--- config.mk ---
export PLATFORM = sky130hd
export DESIGN_NAME = evt_irq_ctrl
export DESIGN_NICKNAME = d
export VERILOG_FILES = /design/src/rtl/evt_irq_pkg.sv /design/src/rtl/evt_detect.sv /design/src/rtl/evt_status.sv /design/src/rtl/evt_pin.sv /design/src/rtl/evt_irq_ctrl.sv
export SDC_FILE = /design/constraint.sdc
export NUM_CORES = 1
export LEC_CHECK = 0
export BUFFER_PORTS_ARGS = -buffer_cell sky130_fd_sc_hd__buf_4
export CAP_MARGIN = 15
export CORE_ASPECT_RATIO = 0.5
export CORE_MARGIN = 5
export CORE_UTILIZATION = 55
export CTS_CLUSTER_SIZE = 20
export DETAILED_ROUTE_END_ITERATION = 7
export GPL_ROUTABILITY_DRIVEN = 0
export GPL_TIMING_DRIVEN = 0
export PLACE_DENSITY = 0.81
export SLEW_MARGIN = 20
export SYNTH_ARGS = -nofsm -noshare
export SYNTH_HDL_FRONTEND = slang
export SYNTH_SLANG_ARGS = --single-unit
--- constraint.sdc ---
create_clock -name clk -period 1.6 [get_ports clk]
set_input_delay 0 -clock clk [delete_from_list [all_inputs] [get_ports clk]]
set_output_delay 0 -clock clk [all_outputs]
set_load 0.01 [all_outputs]
--- src/rtl/evt_irq_pkg.sv ---
package evt_irq_pkg;
  localparam int NUM_EVT  = 7;
  localparam int EV_QUAL  = 0;
  localparam int EV_SELA  = 1;
  localparam int EV_SELB  = 2;
  localparam int EV_LOCKA = 3;
  localparam int EV_LOCKB = 4;
  localparam int EV_OEVA  = 5;
  localparam int EV_OEVB  = 6;

  localparam logic [1:0] A_STAT = 2'd0;
  localparam logic [1:0] A_MASK = 2'd1;
  localparam logic [1:0] A_CFG  = 2'd2;

  typedef struct packed {
    logic idle_tri;
    logic act_high;
  } pin_cfg_t;
endpackage

--- src/rtl/evt_detect.sv ---
module evt_detect #(
  parameter int W    = 1,
  parameter bit RISE = 1'b0
) (
  input  logic         clk,
  input  logic         rst,
  input  logic [W-1:0] d,
  output logic         hit
);
  logic [W-1:0] cur_q;
  logic [W-1:0] prev_q;

  always_ff @(posedge clk) begin
    if (rst) begin
      cur_q  <= '0;
      prev_q <= '0;
    end else begin
      cur_q  <= d;
      prev_q <= cur_q;
    end
  end

  generate
    if (RISE) begin : g_rise
      assign hit = cur_q[0] & ~prev_q[0];
      if (W > 1) begin : g_spare
        logic unused_hi;
        assign unused_hi = ^{cur_q[W-1:1], prev_q[W-1:1]};
      end
    end else begin : g_change
      assign hit = (cur_q != prev_q);
    end
  endgenerate
endmodule

--- src/rtl/evt_status.sv ---
module evt_status #(
  parameter int N = 7
) (
  input  logic         clk,
  input  logic         rst,
  input  logic [N-1:0] ev,
  input  logic [N-1:0] clr,
  output logic [N-1:0] status
);
  always_ff @(posedge clk) begin
    if (rst) status <= '0;
    else     status <= (status & ~clr) | ev;
  end
endmodule

--- src/rtl/evt_pin.sv ---
module evt_pin #(
  parameter int N = 7
) (
  input  logic                  clk,
  input  logic                  rst,
  input  logic [N-1:0]          status,
  input  logic [N-1:0]          mask,
  input  evt_irq_pkg::pin_cfg_t cfg,
  output logic                  irq_o,
  output logic                  irq_oe
);
  logic active;
  assign active = |(status & mask);

  always_ff @(posedge clk) begin
    if (rst) begin
      irq_o  <= 1'b1;
      irq_oe <= 1'b1;
    end else begin
      irq_o  <= active ? cfg.act_high : ~cfg.act_high;
      irq_oe <= active | ~cfg.idle_tri;
    end
  end
endmodule

--- src/rtl/evt_irq_ctrl.sv ---
module evt_irq_ctrl #(
  parameter int ADDR_W = 2,
  parameter int DATA_W = 8,
  parameter int QUAL_W = 4,
  parameter int REF_W  = 3,
  parameter int LOCK_W = 2
) (
  input  logic              clk,
  input  logic              rst,
  input  logic              bus_wr,
  input  logic [ADDR_W-1:0] bus_addr,
  input  logic [DATA_W-1:0] bus_wdata,
  output logic [DATA_W-1:0] bus_rdata,
  input  logic [QUAL_W-1:0] qual_stat,
  input  logic [REF_W-1:0]  sel_ref_a,
  input  logic [REF_W-1:0]  sel_ref_b,
  input  logic [LOCK_W-1:0] lock_a,
  input  logic [LOCK_W-1:0] lock_b,
  input  logic              oev_a,
  input  logic              oev_b,
  output logic              irq_o,
  output logic              irq_oe
);
  import evt_irq_pkg::*;
  localparam int N = NUM_EVT;

  logic [N-1:0] ev_vec;
  logic [N-1:0] clr_vec;
  logic [N-1:0] status_q;
  logic [N-1:0] mask_q;
  pin_cfg_t     cfg_q;
  logic         wr_stat, wr_mask, wr_cfg;

  evt_detect #(.W(QUAL_W), .RISE(1'b0)) u_det_qual (.clk(clk), .rst(rst), .d(qual_stat), .hit(ev_vec[EV_QUAL]));
  evt_detect #(.W(REF_W),  .RISE(1'b0)) u_det_sela (.clk(clk), .rst(rst), .d(sel_ref_a), .hit(ev_vec[EV_SELA]));
  evt_detect #(.W(REF_W),  .RISE(1'b0)) u_det_selb (.clk(clk), .rst(rst), .d(sel_ref_b), .hit(ev_vec[EV_SELB]));
  evt_detect #(.W(LOCK_W), .RISE(1'b0)) u_det_lka  (.clk(clk), .rst(rst), .d(lock_a),    .hit(ev_vec[EV_LOCKA]));
  evt_detect #(.W(LOCK_W), .RISE(1'b0)) u_det_lkb  (.clk(clk), .rst(rst), .d(lock_b),    .hit(ev_vec[EV_LOCKB]));
  evt_detect #(.W(1),      .RISE(1'b1)) u_det_oea  (.clk(clk), .rst(rst), .d(oev_a),     .hit(ev_vec[EV_OEVA]));
  evt_detect #(.W(1),      .RISE(1'b1)) u_det_oeb  (.clk(clk), .rst(rst), .d(oev_b),     .hit(ev_vec[EV_OEVB]));

  assign wr_stat = bus_wr && (bus_addr == ADDR_W'(A_STAT));
  assign wr_mask = bus_wr && (bus_addr == ADDR_W'(A_MASK));
  assign wr_cfg  = bus_wr && (bus_addr == ADDR_W'(A_CFG));
  assign clr_vec = wr_stat ? bus_wdata[N-1:0] : '0;

  generate
    if (DATA_W > N) begin : g_wd_spare
      logic unused_wd;
      assign unused_wd = ^bus_wdata[DATA_W-1:N];
    end
  endgenerate

  evt_status #(.N(N)) u_status (
    .clk(clk), .rst(rst), .ev(ev_vec), .clr(clr_vec), .status(status_q)
  );

  always_ff @(posedge clk) begin
    if (rst) begin
      mask_q <= '0;
      cfg_q  <= '0;
    end else begin
      if (wr_mask) mask_q <= bus_wdata[N-1:0];
      if (wr_cfg)  cfg_q  <= pin_cfg_t'(bus_wdata[1:0]);
    end
  end

  always_ff @(posedge clk) begin
    if (rst) begin
      bus_rdata <= '0;
    end else begin
      unique case (bus_addr)
        ADDR_W'(A_STAT): bus_rdata <= DATA_W'(status_q);
        ADDR_W'(A_MASK): bus_rdata <= DATA_W'(mask_q);
        ADDR_W'(A_CFG):  bus_rdata <= DATA_W'(cfg_q);
        default:         bus_rdata <= '0;
      endcase
    end
  end

  evt_pin #(.N(N)) u_pin (
    .clk(clk), .rst(rst), .status(status_q), .mask(mask_q), .cfg(cfg_q),
    .irq_o(irq_o), .irq_oe(irq_oe)
  );
endmodule

# --- Word-level counts from Yosys, hierarchy flattened ---
# Cells that the tools add are included.
totals:
  input_bits: 29
  ff_bits: 58
  output_inout_bits: 10
classes:
  eq_ne: 7
  n_reduce_logical: 5
  n_mux: 3
  bitwise_logic: 11
op_table:
  columns: ["op", "count"]
  rows:
  - ["$pmux W7 S3", 1]
  - ["$and A7 B7 Y7", 2]
  - ["$mux W7", 1]
  - ["$not A7 Y7", 1]
  - ["$or A7 B7 Y7", 1]
  - ["$reduce_or A7 Y1", 1]
  - ["$ne A3 B3 Y1", 2]
  - ["$ne A2 B2 Y1", 2]
  - ["$ne A4 B4 Y1", 1]
  - ["$not A1 Y1", 4]
  - ["$logic_and A1 B1 Y1", 3]
  - ["$and A1 B1 Y1", 2]
  - ["$eq A2 B1 Y1 const B", 1]
  - ["$eq A2 B2 Y1 const B", 1]
  - ["$logic_not A2 Y1", 1]
  - ["$mux W1", 1]
  - ["$or A1 B1 Y1", 1]

# --- Longest topological paths before layout ---
# Gate-level depths: netlist of run 1.
logic_depth:
  ltp_word: 6
  mapped_depth: 5

# --- By module ---
# Synthesis of run 1 repeated with hierarchy kept, for this count alone.
hier_totals:
  hier_cells: 196
  area_unflattened_um2: 2167.1
modules_own_cells:
  columns: ["mod", "area_per_inst_um2", "cells_each", "n_inst"]
  rows:
  - ["evt_irq_ctrl", 757.0, 73, 1]
  - ["evt_detect (u_det_sela ...)", 191.4, 16, 2]
  - ["evt_status", 297.8, 28, 1]
  - ["evt_detect (u_det_qual)", 254.0, 21, 1]
  - ["evt_detect (u_det_lka ...)", 126.4, 11, 2]
  - ["evt_detect (u_det_oea ...)", 61.3, 5, 2]
  - ["evt_pin", 100.1, 10, 1]

# --- Least setup slack after synthesis of run 1 ---
# Ideal clock, no wire load.
synth_path:
  kind: "reg-to-reg"
  start: "register u_status.status[1]"
  end: "register u_pin.irq_o"
  synth_period_minus_slack_ns: 1.031
  path_stages_with_launch: 4
  setup_time_ns: 0.072
  t_arrival_ns: 0.960
  setup_slack_ns: 0.569
  n_path_buf: 0
  t_required_ns: 1.528
  path_cell_list: "dfxtp_1 -> a222oi_1 -> and3_1 -> mux2i_1"
synth_via:
  elab_chain_len: 3
synth_rtl:
  columns: ["item", "line_no", "rtl"]
  rows:
  - ["start, declared", "evt_status.sv:8", "output logic [N-1:0] status"]
  - ["start signal, assigned", "evt_status.sv:12", "else status <= (status & ~clr) | ev;"]
  - ["$and A7 B7 Y7", "evt_pin.sv:13", "assign active = |(status & mask);"]
  - ["$reduce_or A7 Y1", "evt_pin.sv:13", null]
  - ["$mux W1", "evt_pin.sv:20", "irq_o <= active ? cfg.act_high : ~cfg.act_high;"]
  - ["end signal, assigned", "evt_pin.sv:20", null]
  - ["end, declared", "evt_pin.sv:9", "output logic irq_o,"]
# Every way passes these cells.
# A chain may end at the register's enable or synchronous reset.

# --- Worst setup path after layout of run 1 ---
layout_path:
  start: "input bus_wr"
  end: "register u_status.status[5]"
layout_via:
  elab_chain_len: 5
layout_rtl:
  columns: ["item", "line_no", "rtl"]
  rows:
  - ["start, declared", "evt_irq_ctrl.sv:10", "input logic bus_wr,"]
  - ["$logic_and A1 B1 Y1", "evt_irq_ctrl.sv:42", "assign wr_stat = bus_wr && (bus_addr == ADDR_W'(A_STAT));"]
  - ["$mux W7", "evt_irq_ctrl.sv:45", "assign clr_vec = wr_stat ? bus_wdata[N-1:0] : '0;"]
  - ["$not A7 Y7", "evt_status.sv:12", null]
  - ["$and A7 B7 Y7", "evt_status.sv:12", null]
  - ["$or A7 B7 Y7", "evt_status.sv:12", null]
# Every way passes these cells.

==> results of run 1 <==
## metrics by stage
stage	instance area, µm²	util, %	setup slack (ns)	total power [W]	cells
2_1_floorplan	1992	-	0.5687	0.001702	192
3_5_place_dp	2311	66.92	0.4466	0.001805	277
5_1_grt	2785	80.65	0.2988	0.003151	323
4_1_cts	2785	80.65	0.3407	0.003006	323
3_3_place_gp	2311	66.92	0.4708	0.001795	277
6_report	2785	80.65	0.3254	0.002994	323
## routing by layer
layer	up-vias	global-route usage (%)	wire length [µm]
met4	0	8.612	71
met5	-	0	0
met2	55	35.34	2072
met3	9	10.90	375
met1	708	23.00	1870
li1	784	-	-
## Yosys cell counts, types with 2 or more instances
library cell	instances
nand2b_1	2
dfxtp_1	57
nand3_1	7
inv_1	7
buf_4	2
nor2b_1	34
a2bb2oi_1	2
nand2_1	7
mux2i_1	10
o21ai_0	5
a31oi_1	2
nor3_1	5
buf_2	3
a22oi_1	2
clkbuf_1	3
a41oi_1	2
buf_1	2
xnor2_1	10
nand3b_1	3
nor2_1	5
xor2_1	4
a21oi_1	10
## worst max path at each step
| stage | slack [ns] | startpoint | to |
|---|---|---|---|
| after detailed placement | 0.45 | u_status.status[1] | u_pin.irq_o |
| final | 0.33 | bus_wr | u_status.status[5] |
| after CTS | 0.34 | bus_wr | u_status.status[5] |
| after global placement | 0.47 | u_status.status[1] | u_pin.irq_o |
| after global routing | 0.30 | bus_wr | u_status.status[5] |
| after floorplan | 0.57 | u_status.status[1] | u_pin.irq_o |
## cells by family (layout without fill, tap and decap cells)
group | count (synthesis) | after routing | synth area share (%)
simple gates | 66 | 66 | 18.91
flops | 57 | 57 | 57.29
compound gates | 26 | 26 | 8.103
buf+inv | 18 | 98 | 4.334
xor+xnor | 14 | 14 | 6.155
mux | 10 | 10 | 5.025
other cells | 1 | 1 | 0.1883
## final cells by class
| class | instances | area (µm²) | area share (%) |
|---|---|---|---|
| Multi-Input combinational cell | 117 | 764.5 | 27.45 |
| Clock buffer | 13 | 158.9 | 5.705 |
| Sequential cell | 57 | 1141 | 40.97 |
| Buffer | 11 | 60.06 | 2.156 |
| Timing Repair Buffer | 64 | 555.5 | 19.95 |
| Clock inverter | 3 | 15.01 | 0.5391 |
| Inverter | 7 | 26.28 | 0.9434 |
| Tap cell | 51 | 63.81 | 2.291 |
## flip-flops by register name, summed over array words and instances, names as in the netlist, 2 cells and up
| name | flops |
|---|---|
| bus_rdata | 7 |
| cfg_q | 2 |
| mask_q | 7 |
| u_det_lka.cur_q | 2 |
| u_det_lka.prev_q | 2 |
| u_det_lkb.cur_q | 2 |
| u_det_lkb.prev_q | 2 |
| u_det_qual.cur_q | 4 |
| u_det_qual.prev_q | 4 |
| u_det_sela.cur_q | 3 |
| u_det_sela.prev_q | 3 |
| u_det_selb.cur_q | 3 |
| u_det_selb.prev_q | 3 |
| u_status.status | 7 |
## critical path: cells and delay by family
family	cells	cell delay, ns
buffers and inverters	2	0.69
and+or+nand+nor	1	0.44
AOI/OAI and AO/OA	2	0.35
## repair_timing
action                                  4_1_cts  5_1_grt
resized for setup                             0        0
endpoints found under the hold margin        32        0
hold buffers                                 30        0
endpoints found under the setup margin        0        0
## power by group through the flow
stage                     Sequential (W)  Combinational, W  Clock, W
final                            0.00153          0.000305   0.00116
after global routing             0.00154          0.000336   0.00128
after CTS                        0.00153          0.000299   0.00118
after detailed placement         0.00156          0.000244         0
after global placement           0.00156          0.000238         0
after floorplan                  0.00155          0.000148         0
==> impl_results.md, run 1 <==
* Outcome: finished clean
* Max incr delay on CP at between 0.5 and 0.6 ns
* DRC viols at 0
* Mapped Area at 1992 µm²
* Hold Vio Cnt, Final at 0
* Largest net degree at the start of global routing at 11
* Critical path, cell by cell: dlygate4sd3_1, buf_6, or3b_4, o21ai_0, a21oi_1
* Critical-path top delay cell: dlygate4sd3_1
* Clock Path Buffers at 2
* Synth warnings at 0
* Worst hold start: rst
* Final setup fails at 0
* Unique masters post-synth at 30
* CTS sink cnt at between 50 and 60
* P_sw at ~0.00069 W
* First-pass detailed-route iteration total at 4
* Clock share of power at between 30% and 40%
* Routed wire length at approximately 4400 µm
* Achievable frequency at a little under 800 MHz
* ANT cells at 0
* Die width at ~95 µm
* Area of the core at roughly 3500 µm²
* Worst Path Max Fanout at 10
* Layout area overhead at 39.82%
* Setup Fix Bufs, Post-CTS at 0
* Critical Path End Type: flip-flop
* Final nets at 296
* Least-Margin Pin Slew at 0.5864 ns
* Drt via density at 4.817
* Logic pwr share at roughly a tenth
* R2r endpoint: u_pin.irq_o
* RSZ-0062 raised after global routing: false
* Detail Route Antenna Nets at 0
* Crit path launch type: input port
* Final min period at around 1.3 ns
* Worst Hold Depth at 2
* CTS tree: built
* Dpl hpwl at 2649 µm
* Hold_ws at 0.04289 ns
* Worst-Skew Late Latency at between 0.3 and 0.4 ns
* Static leakage at approximately 1.2 nW
* Worst r2r src: u_status.status[1]
* Worst Path Arrival at between 1 and 1.5 ns
* Ys async rst share at 0%
* Critical path class: in -> reg
* Leading area contributor after synthesis: dfxtp_1
* Rows at 15
* Post-synthesis register bit count at 57
* Clock skew at 0.004499 ns
* DRT iter0 DRCs at between 70 and 80
* Cell count after synthesis at about 190
* Initial Util at between 50% and 60%
* IO buf count at 34
* Ys flop type: dfxtp_1
* Number of synthesized flops with an enable pin at 0
* Worst R2R Setup Slack at 0.42 ns
* Antenna violations before repair at 0
* Maximum vdd drop at around 0.74 mV
* Vias in the first global route at around 1600
* Die ar. at around 5000 µm²
* Vias at 1556
* Congestion Overflow GR at 0
* Die height at around 53 µm
* CTS root buffer: clkbuf_8
* Setup TNS at 0 ns
* Ratio of cells with drive above 1 in the final layout at about a fifth
* Yosys top cell area share at 57.29%
* Syn Nets at between 200 and 250
* Wire length per cell at approximately 14 µm
* Sequential area share after synthesis at between 50% and 60%
* Most frequent cells in the layout: dfxtp_1, buf_4, nor2b_1
* Synth area leaders: dfxtp_1, nor2b_1, mux2i_1
* Final slew viol count at 0
* Net Sw Frac at between 20% and 30%
* First-pass GRT wire length at about 7500 µm
* Seq pwr share at 51.2%
* Slew margin rel. at about 61%
* Leading cell type in the layout, fill and taps excluded: dfxtp_1
* Required time worst endpoint at about 1.8 ns
* IO Count at 39
* Max_cap viols at 0
* Hold Path Class: in -> reg
* Endpoint, Worst Hold: u_det_selb.prev_q[2]
* Clock-pin slew on the worst setup and hold paths at roughly 0.06 ns
* Reg2reg path depth at 3
* Global-route usage over all layers at 21.20%
* Internal at 0.002308 W
* Fillers at around 230
* H-tree depth at 3
* Final Cycle Share at between 70% and 80%
* Cell area power density at 1075 nW/µm²
* Avg Cell Area, Syn at 10.37 µm²
* Total CTS buffers at 9
Note: power is estimated with default switching activity, not from simulation.
==> run 2: changes to the inputs <==
--- a/config.mk
+++ b/config.mk
@@ -9,12 +9,12 @@
 export CAP_MARGIN = 15
 export CORE_ASPECT_RATIO = 0.5
 export CORE_MARGIN = 5
-export CORE_UTILIZATION = 55
+export CORE_UTILIZATION = 53
 export CTS_CLUSTER_SIZE = 20
 export DETAILED_ROUTE_END_ITERATION = 7
 export GPL_ROUTABILITY_DRIVEN = 0
 export GPL_TIMING_DRIVEN = 0
-export PLACE_DENSITY = 0.81
+export PLACE_DENSITY = 0.78
 export SLEW_MARGIN = 20
 export SYNTH_ARGS = -nofsm -noshare
 export SYNTH_HDL_FRONTEND = slang
==> constraint.sdc (replaced) <==
create_clock -name clk -period 1.2 [get_ports clk]
set_input_delay 0 -clock clk [delete_from_list [all_inputs] [get_ports clk]]
set_output_delay 0 -clock clk [all_outputs]
set_load 0.01 [all_outputs]
==> run 2 against run 1 <==
- the flow now finishes with violations (hold timing)
- combinational power is 32% higher
- sequential share of layout area is 0.47 points higher
- clock-buffer cell count is 1 lower
- worst setup slack worse by 0.30 ns
- hold slack worse by 0.043 ns
- register-to-register slack worse by 0.37 ns
- first-iteration DRC count is 30% higher
- non-clock buffer count is 2 lower
- via count is 2.4% lower
- critical endpoint is now mask_q[4]
- flip-flop and latch count stayed put
- critical path depth stayed put
- clock power is 21% higher
- largest power group unchanged
==> impl_results.md, run 2 (same netlist as run 1, synthesis figures left out) <==
* Outcome: finished, violations left
* Failing checks: hold timing
* ANT cells at 0 (unchanged)
* Final Core Density at 78.12% (-2.5 points)
* Achievable frequency at around 850 MHz
* Die ar. at 5159 µm² (+3.2%)
* Required time worst endpoint at 1.39 ns (-0.41 ns)
* Ratio of cells with drive above 1 in the final layout at 21.11% (+0.52 points)
* First-pass detailed-route iteration total at 4 (unchanged)
* Leading cell type in the layout, fill and taps excluded: dfxtp_1
* IO Count at 39 (unchanged)
* Wire length per cell at 12.68 µm (-6.7%)
* Congestion Overflow GR at 0 (unchanged)
* Crit path launch type: input port
* Hold Vio Cnt, Final at 1 (+1)
* Final slew viol count at 0 (unchanged)
* Max_cap viols at 0 (unchanged)
* Drt via density at 4.732 (-1.8%)
* Cell area power density at 1396 nW/µm² (+30%)
* Post-route cell area at 2756 µm² (-1.0%)
* DRT iter0 DRCs at 103 (+30%)
* Maximum vdd drop at 0.8896 mV (+20%)
* H-tree depth at 3 (unchanged)
* Dpl hpwl at 2521 µm (-4.8%)
* Die width at 96.70 µm (+1.7%)
* Final min period at about 1.2 ns
* Final nets at 294 (-0.68%)
* Initial Util at 56.45% (-1.2 points)
* Global-route usage over all layers at 17.89% (-3.3 points)
* Clock Path Buffers at 2 (unchanged)
* Worst Path Max Fanout at 2 (-8)
* Final setup fails at 0 (unchanged)
* Most frequent cells in the layout: dfxtp_1, buf_4, nor2b_1
* Worst Setup Slack, final at 0.02521 ns (-0.3001 ns)
* CTS tree: built
* Critical path class: in -> reg
* First-pass GRT wire length at 6851 µm (-9.2%)
* Met3 GRT Util at 7.763% (-3.1 points)
* Slew margin rel. at 63.72% (+2.8 points)
* GR Util met1 at 20.17% (-2.8 points)
* Detail Route Antenna Nets at 0 (unchanged)
* Worst-Skew Late Latency at 0.32 ns (about the same)
* Worst Path Arrival at 1.37 ns (-0.10 ns)
* Top Registers: bus_rdata: 7 flops, mask_q: 7 flops, u_status.status: 7 flops
* Rows at 15 (unchanged)
* Total CTS buffers at 9 (unchanged)
* RSZ-0062 raised after global routing: true
* Antenna violations before repair at 0 (unchanged)
* M2 GR Usage at 29.11% (-6.2 points)
* Hold Path Class: in -> reg
* Vias in the first global route at 1477 (-10%)
* Largest net degree at the start of global routing at 11 (unchanged)
* Area of the core at 3528 µm² (+2.2%)
* Hold_ws at -0.0002286 ns (-0.04312 ns)
* Layout area overhead at 38.38%
* CTS sink cnt at 57 (unchanged)
* Gr busiest metal: met2
* Critical Path End Type: flip-flop
* Setup TNS at 0 ns (unchanged)
* Vias at 1519 (-2.4%)
* IO buf count at 34 (unchanged)
* Routed wire length at 4069 µm (-7.3%)
* Setup Fix Bufs, Post-CTS at 0 (unchanged)
* CTS root buffer: clkbuf_8
* Static leakage at 1.160 nW (-0.97%)
* DRC viols at 0 (unchanged)
* Final Cycle Share at a little over nine tenths
* Placed Instance Area at 2311 µm² (unchanged)
* Die height at 53.35 µm (+1.5%)
* Least-Margin Pin Slew at 0.5443 ns (-0.04217 ns)
* Clock skew at 0.003749 ns (-0.0007502 ns)
* Clock-pin slew on the worst setup and hold paths at 0.06 ns (about the same)
* Pre-CTS setup slack at 0.06169 ns (-0.3849 ns)
==> run 2: repair_timing <==
action                                 4_1_cts  5_1_grt
gates resized for setup                      0        4
hold buffers                                30        0
setup endpoints to repair                    0        4
endpoints found under the hold margin       32        0
==> run 2: final cells by class <==
class,instances,area [µm²]
clock inverter,4,20.02
tap,51,63.81
inverter,7,26.28
multi-input combinational,117,770.7
fill,256,772.0
sequential,57,1142
clock buffer,12,135.1
buffer,11,62.56
timing repair buffer,62,535.5
==> run 2: worst max-delay path: stages <==
cell	delay [ns]
dlygate4sd3_1	0.56
buf_4	0.16
nand3_1	0.06
dlygate4sd3_1	0.54
a21oi_1	0.05
==> run 2: metrics by stage <==
step,std cells,power (W)
6_report,321,0.003848
4_1_cts,323,0.003880
2_1_floorplan,192,0.002270
5_1_grt,321,0.004049
3_3_place_gp,277,0.002394
3_5_place_dp,277,0.002403
==> run 2: routing by layer <==
metal	share of wire, %	vias to the layer above
li1	-	776
met1	45	676
met2	45	58
met3	7.8	9
met4	2.1	0
met5	0	-
==> run 2: worst paths after layout <==
| path | from | to | slack [ns] | depth (start not counted) |
|---|---|---|---|---|
| worst min-delay path | bus_wr | mask_q[2] | -0.0002 | 3 |
| worst min register to register | cfg_q[1] | u_pin.irq_oe | 0.43 | 1 |
| worst max-delay path | bus_wdata[4] | mask_q[4] | 0.03 | 5 |
| worst max register to register | u_status.status[1] | u_pin.irq_o | 0.05 | 3 |
==> run 2: power by group <==
part / leakage, nW / switching, W / internal [W]
combinational: 0.606 / 0.000164 / 0.000240
sequential: 0.470 / 0.0000557 / 0.00199
clock: 0.0839 / 0.000666 / 0.000734
==> run 3: changes to the inputs <==
--- a/config.mk
+++ b/config.mk
@@ -9,13 +9,12 @@
 export CAP_MARGIN = 15
 export CORE_ASPECT_RATIO = 0.5
 export CORE_MARGIN = 5
-export CORE_UTILIZATION = 53
+export CORE_UTILIZATION = 50
 export CTS_CLUSTER_SIZE = 20
 export DETAILED_ROUTE_END_ITERATION = 7
 export GPL_ROUTABILITY_DRIVEN = 0
 export GPL_TIMING_DRIVEN = 0
-export PLACE_DENSITY = 0.78
-export SLEW_MARGIN = 20
+export PLACE_DENSITY = 0.74
 export SYNTH_ARGS = -nofsm -noshare
 export SYNTH_HDL_FRONTEND = slang
 export SYNTH_SLANG_ARGS = --single-unit
==> run 3 against run 2 <==
- the run still ends with hold timing left
- maximum frequency rose by 1.0%
- core utilization fell by 7.1 points
- non-clock buffer count fell by 1
- final area fell by 0.45%
- flip-flop and latch count did not move
- global-route usage fell by 1.1 points
- combinational power fell by 1%
- critical path depth fell by 2
- total power fell by 0.34%
- hold slack got worse by 0.026 ns
- worst setup slack improved by 0.012 ns
==> impl_results.md, run 3 (same netlist as run 1, synthesis figures left out) <==
* Outcome: finished, violations left
* Failing checks: hold timing
* Reg2reg path depth at 3 (unchanged)
* Gr busiest metal: met2
* Antenna violations before repair at 0 (unchanged)
* Vias in the first global route at 1519 (+2.8%)
* Worst Setup Slack, final at 0.03734 ns (+0.01212 ns)
* DRC viols at 0 (unchanged)
* Final slew viol count at 0 (unchanged)
* Total CTS buffers at 9 (unchanged)
* Hold Path Class: in -> reg
* Fillers at 301 (+18%)
* Initial Util at 51.55% (-4.9 points)
* DRT iter0 DRCs at 52 (-50%)
* Ratio of cells with drive above 1 in the final layout at 21.05% (-0.058 points)
* Drt via density at 4.675 (-1.2%)
* IO Count at 39 (unchanged)
* Global-route usage over all layers at 16.76% (-1.1 points)
* First-pass GRT wire length at 6658 µm (-2.8%)
* H-tree depth at 3 (unchanged)
* Crit path launch type: flip-flop
* Setup TNS at 0 ns (unchanged)
* Achievable frequency at 860.1 MHz (+1.0%)
* Critical Path End Type: flip-flop
* Met3 GRT Util at 7.379% (-0.38 points)
* Hold Vio Cnt, Final at 1 (unchanged)
* ANT cells at 0 (unchanged)
* Origin of the worst setup path: u_status.status[1]
* Most frequent cells in the layout: dfxtp_1, buf_4, nor2b_1
* Clock-pin slew on the worst setup and hold paths at 0.06 ns (about the same)
* Final Power at 0.003835 W (-0.34%)
* CTS sink cnt at 57 (unchanged)
* Final setup fails at 0 (unchanged)
* Worst-Skew Late Latency at 0.32 ns (about the same)
* Max_cap viols at 0 (unchanged)
* CTS tree: built
* IO buf count at 34 (unchanged)
* Setup Fix Bufs, Post-CTS at 0 (unchanged)
* Dpl hpwl at 2580 µm (+2.4%)
* Rows at 16 (+1)
* Routed wire length at 4036 µm (-0.81%)
* Die ar. at 5423 µm² (+5.1%)
* Clock skew at 0.005405 ns (+0.001656 ns)
* Maximum vdd drop at 0.7872 mV (-12%)
* Die width at 99.26 µm (+2.6%)
* Required time worst endpoint at 1.45 ns (+0.06 ns)
* Vias at 1496 (-1.5%)
* GR Util met1 at 18.08% (-2.1 points)
* Final Core Density at 71.02% (-7.1 points)
* Die height at 54.63 µm (+2.4%)
* M2 GR Usage at 28.44% (-0.67 points)
* Static leakage at 1.154 nW (-0.49%)
* R2r endpoint: u_pin.irq_o
* Wire length per cell at 12.61 µm (-0.50%)
* Leading cell type in the layout, fill and taps excluded: dfxtp_1
* Worst Path Max Fanout at 3 (+1)
* Area of the core at 3864 µm² (+9.5%)
* Worst Path Arrival at 1.42 ns (+0.05 ns)
* CP Capture Point: u_pin.irq_o
* Pre-CTS setup slack at 0.04844 ns (-0.01325 ns)
* Final Cycle Share at 96.89% (-1.0 points)
* RSZ-0062 raised after global routing: true
* Final nets at 293 (-0.34%)
* Hold_ws at -0.02672 ns (-0.02649 ns)
* CTS root buffer: clkbuf_8
* Final min period at 1.163 ns (-0.01212 ns)
* Cell area power density at 1397 nW/µm² (+0.11%)
* First-pass detailed-route iteration total at 4 (unchanged)
* Clock Path Buffers at 2 (unchanged)
* Largest net degree at the start of global routing at 11 (unchanged)
* Top Registers: bus_rdata: 7 flops, mask_q: 7 flops, u_status.status: 7 flops
* Layout area overhead at 37.75%
* Worst Hold Depth at 3 (unchanged)
* Detail Route Antenna Nets at 0 (unchanged)
* Critical path class: reg -> reg
* Congestion Overflow GR at 0 (unchanged)
* Worst r2r src: u_status.status[1]
* Worst R2R Setup Slack at 0.04 ns (about the same)
-- run 3: changes by cell type in the layout (fill, tap and decap cells not counted) --
cell	change
clkbuf_8	+1
clkbuf_4	+1
clkbuf_2	+1
clkbuf_1	-1
dlygate4sd3_1	-1
buf_1	-1
a21oi_2	+1
clkinv_2	-3
nor4_1	+1
a21oi_1	-1
buf_4	-1
nor4_2	-1
-- run 3: final cells by class --
| cell class | count | area (µm²) | area share [%] |
|---|---|---|---|
| sequential | 57 | 1142 | 41.63 |
| multi-input combinational | 117 | 768.2 | 28.00 |
| timing repair buffer | 61 | 525.5 | 19.15 |
| clock buffer | 12 | 145.1 | 5.290 |
| tap | 54 | 67.56 | 2.462 |
| buffer | 11 | 63.81 | 2.326 |
| inverter | 7 | 26.28 | 0.9576 |
| clock inverter | 1 | 5.005 | 0.1824 |
-- run 3: timing repair --
action	4_1_cts	5_1_grt
setup endpoints to repair	0	5
hold buffers	28	0
hold endpoints to repair	27	0
resized for setup	0	4
-- run 3: routing by layer --
| metal | vias up | share of wire [%] |
|---|---|---|
| li1 | 774 | - |
| met2 | 50 | 47 |
| met1 | 665 | 43 |
| met4 | 0 | 1.6 |
| met3 | 7 | 7.9 |
| met5 | - | 0 |
-- run 3: stage by stage --
stage / hold WS (ns) / std cells / area, µm²
4_1_cts: 0.06525 / 321 / 2745
2_1_floorplan: 0.1282 / 192 / 1992
6_report: -0.02672 / 320 / 2744
3_5_place_dp: 0.2141 / 280 / 2315
5_1_grt: -0.03607 / 320 / 2744
3_3_place_gp: 0.2111 / 280 / 2315
-- run 3: how the worst min path moves through the flow --
| stage | from | end | slack, ns |
|---|---|---|---|
| 2_1_floorplan | lock_a[0] | u_det_lka.cur_q[0] | 0.13 |
| 3_3_place_gp | sel_ref_a[0] | u_det_sela.cur_q[0] | 0.21 |
| 3_5_place_dp | qual_stat[1] | u_det_qual.cur_q[1] | 0.21 |
| 4_1_cts | rst | u_det_lkb.cur_q[1] | 0.07 |
| 5_1_grt | bus_wr | mask_q[4] | -0.04 |
| 6_report | bus_wr | mask_q[4] | -0.03 |
-- run 3: worst max-delay path: stages (launching register included) --
cell and delay, ns:
dfxtp_2 0.33, a222oi_1 0.32, and3_1 0.26, mux2i_1 0.18
-- run 3: report_power, final --
part | switching, W | internal, W
combinational | 0.000161 | 0.000238
clock | 0.000627 | 0.000766
sequential | 0.0000541 | 0.00199
